### src/rtl/afl_pkg.sv
// Shared constants, the flag-byte address map and the nibble flag type.
// Assumes four channels, so each per-channel quantity fills two flag bytes.
package afl_pkg;
    localparam int NUM_CH    = 4;
    localparam int CH_BYTES  = NUM_CH / 2;
    localparam int NUM_MODQ  = 2;
    localparam int NUM_CHQ   = 3;
    localparam int NQ        = NUM_MODQ + NUM_CHQ * NUM_CH;
    localparam int NFB       = 2 + NUM_MODQ + NUM_CHQ * CH_BYTES;
    localparam int ADDR_W    = 7;
    localparam logic [ADDR_W-1:0] STATUS_ADDR = 7'd2;
    localparam logic [ADDR_W-1:0] MASK_OFS    = 7'h60;

    // Four limit results of one reading, ordered as they sit in a nibble.
    typedef struct packed {
        logic hi_alm;
        logic lo_alm;
        logic hi_wrn;
        logic lo_wrn;
    } lim_flags_t;

    // Host address of flag byte k: event bytes, module bytes, then channel bytes.
    function automatic logic [ADDR_W-1:0] flag_addr(input int k);
        if (k < 2)
            return ADDR_W'(3 + k);
        else if (k < 4)
            return ADDR_W'(6 + k - 2);
        else
            return ADDR_W'(9 + k - 4);
    endfunction
endpackage

### src/rtl/afl_limit_cmp.sv
// Compares one reading against its four limits with strict inequalities.
// Assumes readings and limits share the same unsigned units.
module afl_limit_cmp
    import afl_pkg::*;
#(
    parameter int VAL_W = 16
) (
    input  logic [VAL_W-1:0]        val_i,
    input  logic [3:0][VAL_W-1:0]   thr_i,
    output lim_flags_t              flg_o
);
    // Four parallel magnitude compares.
    always_comb begin
        flg_o.hi_alm = val_i > thr_i[3];
        flg_o.lo_alm = val_i < thr_i[2];
        flg_o.hi_wrn = val_i > thr_i[1];
        flg_o.lo_wrn = val_i < thr_i[0];
    end
endmodule

### src/rtl/afl_sticky_byte.sv
// One byte of sticky flags plus its mask byte.
// A set request outranks a read-clear in the same cycle, so no event is lost.
// The pending output flags any latched bit that the mask leaves open.
module afl_sticky_byte #(
    parameter int BYTE_W = 8
) (
    input  logic              clk,
    input  logic              rst_n,
    input  logic [BYTE_W-1:0] set_i,
    input  logic              clr_i,
    input  logic              mask_we_i,
    input  logic [BYTE_W-1:0] mask_d_i,
    output logic [BYTE_W-1:0] flags_o,
    output logic [BYTE_W-1:0] mask_o,
    output logic              pend_o
);
    logic [BYTE_W-1:0] flags_q;
    logic [BYTE_W-1:0] mask_q;

    // Latch new events; a read clears whatever is not being set again.
    always_ff @(posedge clk) begin
        if (!rst_n)
            flags_q <= '0;
        else
            flags_q <= (flags_q & ~{BYTE_W{clr_i}}) | set_i;
    end

    // Host-written interrupt mask.
    always_ff @(posedge clk) begin
        if (!rst_n)
            mask_q <= '0;
        else if (mask_we_i)
            mask_q <= mask_d_i;
    end

    // Unmasked latched flag present.
    assign pend_o  = |(flags_q & ~mask_q);
    assign flags_o = flags_q;
    assign mask_o  = mask_q;


    flag_hold_chk: assert property (@(posedge clk) disable iff (!rst_n)
        !clr_i |=> ((flags_q & $past(flags_q)) == $past(flags_q)));


    flag_clear_chk: assert property (@(posedge clk) disable iff (!rst_n)
        (clr_i && (set_i == '0)) |=> (flags_q == '0));


    mask_keep_chk: assert property (@(posedge clk) disable iff (!rst_n)
        !mask_we_i |=> $stable(mask_q));
endmodule

### src/rtl/afl_irq_status.sv
// Merges per-byte pending bits into the active-low interrupt and tracks
// the not-ready state that ends with the first sample strobe.
module afl_irq_status #(
    parameter int N_SRC = 10
) (
    input  logic             clk,
    input  logic             rst_n,
    input  logic [N_SRC-1:0] pend_i,
    input  logic             mon_valid_i,
    output logic             irq_n_o,
    output logic             not_ready_o
);
    logic not_ready_q;

    // Not-ready holds until the first valid sample.
    always_ff @(posedge clk) begin
        if (!rst_n)
            not_ready_q <= 1'b1;
        else if (mon_valid_i)
            not_ready_q <= 1'b0;
    end

    // Interrupt low while any byte has an open flag.
    assign irq_n_o     = ~|pend_i;
    assign not_ready_o = not_ready_q;


    ready_sticky_chk: assert property (@(posedge clk) disable iff (!rst_n)
        !not_ready_q |=> !not_ready_q);
endmodule

### src/rtl/alarm_flag_bank.sv
// Top level: limit compares for all readings, the sticky flag bytes,
// mask bytes, status byte and the host byte read/write port.
// Assumes the host write port targets only mask addresses (flag address + 0x60).
module alarm_flag_bank
    import afl_pkg::*;
#(
    parameter int VAL_W = 16
) (
    input  logic                          clk,
    input  logic                          rst_n,
    input  logic                          mon_valid_i,
    input  logic [NQ-1:0][VAL_W-1:0]      mon_i,
    input  logic [NQ-1:0][3:0][VAL_W-1:0] thr_i,
    input  logic [NUM_CH-1:0]             los_i,
    input  logic [NUM_CH-1:0]             txflt_i,
    input  logic                          rd_en_i,
    input  logic [ADDR_W-1:0]             rd_addr_i,
    output logic [7:0]                    rd_data_o,
    input  logic                          wr_en_i,
    input  logic [ADDR_W-1:0]             wr_addr_i,
    input  logic [7:0]                    wr_data_i,
    output logic                          irq_n_o
);
    lim_flags_t   lim   [NQ];
    logic [7:0]   set_v [NFB];
    logic [7:0]   flags [NFB];
    logic [7:0]   masks [NFB];
    logic [NFB-1:0] clr_v;
    logic [NFB-1:0] mwe_v;
    logic [NFB-1:0] pend_v;
    logic         not_ready;
    logic         irq_n;
    logic [7:0]   rd_mux;
    logic [7:0]   rd_data_q;

    // One comparator group per reading.
    for (genvar q = 0; q < NQ; q++) begin : g_cmp
        afl_limit_cmp #(.VAL_W(VAL_W)) u_cmp (
            .val_i (mon_i[q]),
            .thr_i (thr_i[q]),
            .flg_o (lim[q])
        );
    end

    // Route events and limit results into their flag-byte positions.
    always_comb begin
        for (int k = 0; k < NFB; k++) set_v[k] = '0;
        set_v[0][NUM_CH-1:0] = los_i;
        set_v[1][NUM_CH-1:0] = txflt_i;
        if (mon_valid_i) begin
            set_v[2][7:4] = lim[0];
            set_v[3][7:4] = lim[1];
            for (int t = 0; t < NUM_CHQ; t++) begin
                for (int c = 0; c < NUM_CH; c++) begin
                    if (c % 2 == 0)
                        set_v[4 + t*CH_BYTES + c/2][7:4] = lim[NUM_MODQ + t*NUM_CH + c];
                    else
                        set_v[4 + t*CH_BYTES + c/2][3:0] = lim[NUM_MODQ + t*NUM_CH + c];
                end
            end
        end
    end

    // Decode read-clear and mask-write strobes per flag byte.
    always_comb begin
        for (int k = 0; k < NFB; k++) begin
            clr_v[k] = rd_en_i && (rd_addr_i == flag_addr(k));
            mwe_v[k] = wr_en_i && (wr_addr_i == flag_addr(k) + MASK_OFS);
        end
    end

    for (genvar k = 0; k < NFB; k++) begin : g_byte
        afl_sticky_byte #(.BYTE_W(8)) u_byte (
            .clk       (clk),
            .rst_n     (rst_n),
            .set_i     (set_v[k]),
            .clr_i     (clr_v[k]),
            .mask_we_i (mwe_v[k]),
            .mask_d_i  (wr_data_i),
            .flags_o   (flags[k]),
            .mask_o    (masks[k]),
            .pend_o    (pend_v[k])
        );
    end

    afl_irq_status #(.N_SRC(NFB)) u_irq (
        .clk         (clk),
        .rst_n       (rst_n),
        .pend_i      (pend_v),
        .mon_valid_i (mon_valid_i),
        .irq_n_o     (irq_n),
        .not_ready_o (not_ready)
    );

    // Select the addressed byte for the host.
    always_comb begin
        rd_mux = '0;
        if (rd_addr_i == STATUS_ADDR)
            rd_mux = {6'b0, irq_n, not_ready};
        for (int k = 0; k < NFB; k++) begin
            if (rd_addr_i == flag_addr(k))
                rd_mux = flags[k];
            if (rd_addr_i == flag_addr(k) + MASK_OFS)
                rd_mux = masks[k];
        end
    end

    // Capture read data before the clear lands.
    always_ff @(posedge clk) begin
        if (!rst_n)
            rd_data_q <= '0;
        else if (rd_en_i)
            rd_data_q <= rd_mux;
    end

    assign rd_data_o = rd_data_q;
    assign irq_n_o   = irq_n;


    irq_release_chk: assert property (@(posedge clk) disable iff (!rst_n)
        ($rose(irq_n_o) && $past(rst_n)) |-> ($past(rd_en_i) || $past(wr_en_i)));


    irq_raise_chk: assert property (@(posedge clk) disable iff (!rst_n)
        $fell(irq_n_o) |-> ($past(mon_valid_i) || $past(|los_i) ||
                            $past(|txflt_i) || $past(wr_en_i)));
endmodule

### config.mk
export PLATFORM = sky130hd
export DESIGN_NAME = alarm_flag_bank
export DESIGN_NICKNAME = d
export VERILOG_FILES = /design/src/rtl/afl_pkg.sv /design/src/rtl/afl_limit_cmp.sv /design/src/rtl/afl_sticky_byte.sv /design/src/rtl/afl_irq_status.sv /design/src/rtl/alarm_flag_bank.sv
export SDC_FILE = /design/constraint.sdc
export NUM_CORES = 2
export LEC_CHECK = 0
export BUFFER_PORTS_ARGS = -buffer_cell sky130_fd_sc_hd__buf_2
export CORE_AREA = 2 2 457 459
export DETAILED_ROUTE_END_ITERATION = 6
export DIE_AREA = 0 0 459 461
export MAX_ROUTING_LAYER = met4
export PLACE_DENSITY_LB_ADDON = 0.15
export SLEW_MARGIN = 20
export SYNTH_ARGS = -nofsm -noshare
export SYNTH_HDL_FRONTEND = slang
export SYNTH_SLANG_ARGS = --single-unit
### constraint.sdc
create_clock -name clk -period 2.1 [get_ports clk]
set_input_delay 0.105 -clock clk [delete_from_list [all_inputs] [get_ports clk]]
set_output_delay 0.105 -clock clk [all_outputs]
set_load 0.005 [all_outputs]
After elaboration in Yosys (flattened, before gate mapping)
Index checks and enable logic that the tools add are counted.
{"block": "classes", "order_cmp": 56, "n_eq_ne": 31, "muxes": 24, "bitwise_logic": 50, "n_reduce_logical": 22}
{"op": "$gt A16 B16 Y1", "count": 28}
{"op": "$lt A16 B16 Y1", "count": 28}
{"op": "$and A8 B8 Y8", "count": 20}
{"op": "$mux W8", "count": 20}
{"op": "$not A8 Y8", "count": 20}
{"op": "$eq A7 B7 Y1 const B", "count": 20}
{"op": "$reduce_or A80 Y1", "count": 1}
{"op": "$or A8 B8 Y8", "count": 8}
{"op": "$mux W48", "count": 1}
{"op": "$eq A7 B4 Y1 const B", "count": 6}
{"op": "$eq A7 B3 Y1 const B", "count": 3}
{"op": "$logic_and A1 B1 Y1", "count": 20}
{"op": "$or A8 B4 Y8", "count": 2}
{"op": "$eq A7 B2 Y1 const B", "count": 2}
{"op": "$mux W4", "count": 2}
{"op": "$mux W2", "count": 1}
{"op": "$logic_not A1 Y1", "count": 1}
{"block": "totals", "regBits": 169, "in_bits": 1155}

Logic depth before layout (Yosys ltp)
{"block": "logic_depth", "depth_word": 25, "mapped_depth": 10, "depth_no_buf": 9}

Modules after synthesis
From an unflattened synthesis, not the netlist that was laid out.
{"block": "hier_totals", "cells_unflattened": 4173, "hier_area_um2": 31426.4}
{"module": "afl_limit_cmp", "instances": 14, "cells_per_inst": 217, "area_per_inst_um2": 1587.8, "seq_area_each_um2": 0.0}
{"module": "afl_sticky_byte", "instances": 10, "cells_per_inst": 64, "area_per_inst_um2": 616.8, "seq_area_each_um2": 320.3}
{"module": "alarm_flag_bank", "instances": 1, "cells_per_inst": 489, "area_per_inst_um2": 2972.9, "seq_area_each_um2": 160.2}
{"module": "afl_irq_status", "instances": 1, "cells_per_inst": 6, "area_per_inst_um2": 56.3, "seq_area_each_um2": 20.0}

Worst setup path before layout
Ideal clock, no wire load.
{"block": "synth_timing", "path_kind": "input-to-reg", "start": "input rd_addr_i[5]", "end": "register g_byte[5].u_byte.flags_q[5]", "setup_ps": 128, "arrival_ps": 1664, "required_ps": 1972, "slack_ps": 307, "stages": 7, "path_cell_list": "buf_6 -> or3_1 -> buf_6 -> nor3_4 -> a21boi_4 -> a2111oi_2 -> a31oi_1"}
{"block": "synth_via", "elab_chain_len": 5}
{"item": "start: declaration", "line": "alarm_flag_bank.sv:17", "source": "input logic [ADDR_W-1:0] rd_addr_i,"}
{"item": "$eq A7 B4 Y1", "line": "alarm_flag_bank.sv:67", "source": "clr_v[k] = rd_en_i && (rd_addr_i == flag_addr(k));"}
{"item": "$logic_and A1 B1 Y1", "line": "alarm_flag_bank.sv:67"}
{"item": "$not A8 Y8", "line": "afl_sticky_byte.sv:25", "source": "flags_q <= (flags_q & ~{BYTE_W{clr_i}}) | set_i;"}
{"item": "$and A8 B8 Y8", "line": "afl_sticky_byte.sv:25"}
{"item": "$or A8 B8 Y8", "line": "afl_sticky_byte.sv:25"}
{"item": "end signal: assignment", "line": "afl_sticky_byte.sv:25"}
{"item": "end: declaration", "line": "afl_sticky_byte.sv:17", "source": "logic [BYTE_W-1:0] flags_q;"}
No other way between the ends.
A chain may end at the register's enable or synchronous reset.

Worst setup path in the final report
{"block": "layout_timing", "start": "register g_byte[2].u_byte.mask_q[7]", "end": "output irq_n_o"}
{"block": "layout_via", "elab_chain_len": 4}
{"item": "start: declaration", "line": "afl_sticky_byte.sv:18", "source": "logic [BYTE_W-1:0] mask_q;"}
{"item": "start signal: assignment", "line": "afl_sticky_byte.sv:33", "source": "mask_q <= mask_d_i;"}
{"item": "$not A8 Y8", "line": "afl_sticky_byte.sv:37", "source": "assign pend_o = |(flags_q & ~mask_q);"}
{"item": "$and A8 B8 Y8", "line": "afl_sticky_byte.sv:37"}
{"item": "$reduce_or A80 Y1", "line": "afl_irq_status.sv:24", "source": "assign irq_n_o = ~|pend_i;"}
{"item": "$logic_not A1 Y1", "line": "afl_irq_status.sv:24"}
{"item": "end: declaration", "line": "alarm_flag_bank.sv:22", "source": "output logic irq_n_o"}
No other way between the ends.

==> flow_metrics.tcl <==
set metrics [dict create \
    crit_slowest_cell "dfxtp_1" \
    die-height_um 461 \
    synth-seq-area-share_pct 11.3 \
    num_io_pins 1164 \
    synth.distinct_cells 83 \
    viasPerCell 4.15 \
    syn_to_final_growth_pct 41.6 \
    layout.nets 7387 \
    synthFlopType "dfxtp_1" \
    path_max_fanout 2 \
    routed_wl_mm 196 \
    critPathMaxStageDelay_ns 0.44 \
    vias 33800 \
    tns_ns -0.298 \
    worstPathRequired_ns 2.00 \
    cts.sinks 169 \
    core-area_mm2 0.206 \
    postCtsSetupRepairBufs 0 \
    power.density_mw_per_mm2 340 \
    async_reset_ff_share_pct 0 \
    crit_path_end_kind "primary output" \
    path_cells "o22ai_2, a2111oi_4, buf_4, nand4_1, nor4_4, buf_4, buf_8" \
    io_buffers 1163 \
    cts_made_buffers 17 \
    track_usage_pct 18.5 \
    post_drt_wl_per_cell_um 24.1 \
    r2r-start "g_byte[2].u_byte.mask_o[7]" \
    grt_max_degree 36 \
    cts_tree "done" \
    finalInstanceArea_mm2 0.0426 \
    post-route-util_pct 20.6 \
    max_slew_margin_pct 45.1 \
    fp.dieW_um 459 \
    final_max_slew_viol_count 0 \
    gp_congestion 0.908 \
    dieArea_mm2 0.212 \
    grt_pass1_vias 35700 \
    std_cell_rows 167 \
    synth_top_cells_by_count "inv_1 (935), ha_1 (868), a21oi_1 (203)" \
    ant_nets 0 \
    htree_num_levels 4 \
    dpl_cell_area_mm2 0.0414 \
    status "complete, but fails checks" \
    vdd_ir_drop_max_uv 660 \
    period_needed_ns 2.40 \
    synthesis.nets 5955 \
    overflow 0 \
    initial_utilization_pct 14.6 \
    hp-start "thr_i[396]" \
    dp_hpwl_mm 180 \
    rsz0062_at_grt "yes" \
    ys_ff_latch 169 \
    synth-edff-count 0 \
    drt_iter0_drc 1326 \
    worstMarginPinSlew_ns 0.818 \
    holdWs_ns 0.0519 \
    setup_viol 1 \
    grt_pass1_wl_mm 269 \
    preCtsSetupSlack_ns -0.608 \
    first_pass_iters 5 \
    timing.fmax_mhz 417 \
    antenna_found_initial 114 \
    crit_top_cell "buf_4" \
    ys_warn_count 0 \
    hp-class "in -> reg" \
    path_class "reg -> out" \
    yosysMostFrequentCell "inv_1" \
    p_leak_nw 23.5 \
    startpoint "g_byte[2].u_byte.mask_o[7]" \
    max_cap_violations 0 \
    startpoint_type "flop" \
    clock_latency_ns 0.53 \
    min_period_over_period_pct 114 \
    avgSynthCellArea_um2 7.64 \
    drive_gt1_share_pct 29.5 \
    yosysTopAreaCellShare_pct 36.1 \
    finalHoldViolCount 0 \
    synth_cells 3932 \
    syn-cell-area_mm2 0.0301 \
    ys_top_cells_by_area "ha_1 (36%), inv_1 (12%), dfxtp_1 (11%)" \
    cts.path.max_buffers 2 \
    clock_skew_ns 0.0134 \
    drc 0 \
    fin_ws_ns -0.298 \
    crit_arrival_ns 2.29 \
    post-synth-top-area-cell "ha_1" \
    violations "setup timing" \
    cts_root_buf "clkbuf_16" \
    clkSlewWorstSetupHoldPaths_ns 0.09 \
]
## kinds of logic (layout without fill, tap and decap cells)
family	count (synthesis)	in the layout	share of synthesized area, %
buf+inv	992	2437	12.5
compound gates	976	976	21.9
fa+ha+maj	868	868	36.1
simple gates	845	845	15.5
flops	169	169	11.3
mux	82	82	2.73
other cells	0	70	0
## per-stage QoR
stage	power (mW)	instances
2_1_floorplan	6.82	3932
3_3_place_gp	10.9	8039
3_5_place_dp	10.9	8039
4_1_cts	14.9	8081
5_1_grt	15.8	8146
6_report	14.5	8151
## sequential cells by signal, indices dropped and copies added (netlist names)
register and cells:
g_byte.u_byte.flags_o 80, g_byte.u_byte.mask_o 80, rd_data_o 8, u_irq.not_ready_o 1
## path summary, 6_finish.rpt
kind | cells after the start | end | slack [ns]
hold / removal | 6 | g_byte[6].u_byte.flags_o[4] | 0.05
hold reg to reg | 1 | g_byte[2].u_byte.flags_o[2] | 0.47
setup reg to reg | 8 | rd_data_o[1] | 0.08
setup / recovery | 7 | irq_n_o | -0.30
## critical path, delay by kind of cell (launching register included)
kind / cells / cell delay (ns)
AO/OA/AOI/OAI: 2 / 0.40
AND/OR/NAND/NOR: 2 / 0.45
buffers and inverters: 3 / 0.48
flip-flops: 1 / 0.44
## power breakdown
part           leakage (nW)  internal [mW]  switching (mW)  total [mW]
sequential             1.39           3.38           0.293        3.67
clock                 0.300           1.91            1.81        3.72
combinational          21.8           3.15            3.92        7.08
total                  23.5           8.44            6.03        14.5
## per-layer routing
| layer | part of all wire (%) | vias to the layer above | GRT usage, % |
|---|---|---|---|
| met4 | 1.6 | 0 | 3.21 |
| met1 | 43 | 15800 | 21.7 |
| met3 | 5.5 | 151 | 3.87 |
| li1 | - | 16800 | - |
| met2 | 49 | 1071 | 32.6 |
| met5 | 0 | - | - |
## layout by cell type (no fill, tap or decap), drive strengths merged, types with 70 or more instances in the layout
cell / n
a21o: 126
nor2b: 151
mux2i: 81
inv: 941
o21ai: 197
nand2: 129
diode: 70
nor2: 161
nand3: 88
o21a: 72
buf: 1458
dfxtp: 169
a21oi: 203
nand4: 97
ha: 868
## final cells by class
type,count,area (µm²)
Multi-Input combinational cell,2771,23100
Inverter,935,3510
Sequential cell,169,3420
Tap cell,2704,3380
Fill cell,23600,164000
Clock inverter,13,185
Timing Repair Buffer,1470,8340
Antenna cell,70,175
Clock buffer,19,433
## what timing repair did
action | 4_1_cts | 5_1_grt
endpoints found under the setup margin | 4 | 5
pin swaps | 5 | 7
hold endpoints to repair | 12 | 0
gates cloned | 0 | 0
resized for setup | 48 | 18
hold buffers | 12 | 0
Power figures use the tool's default switching activity.
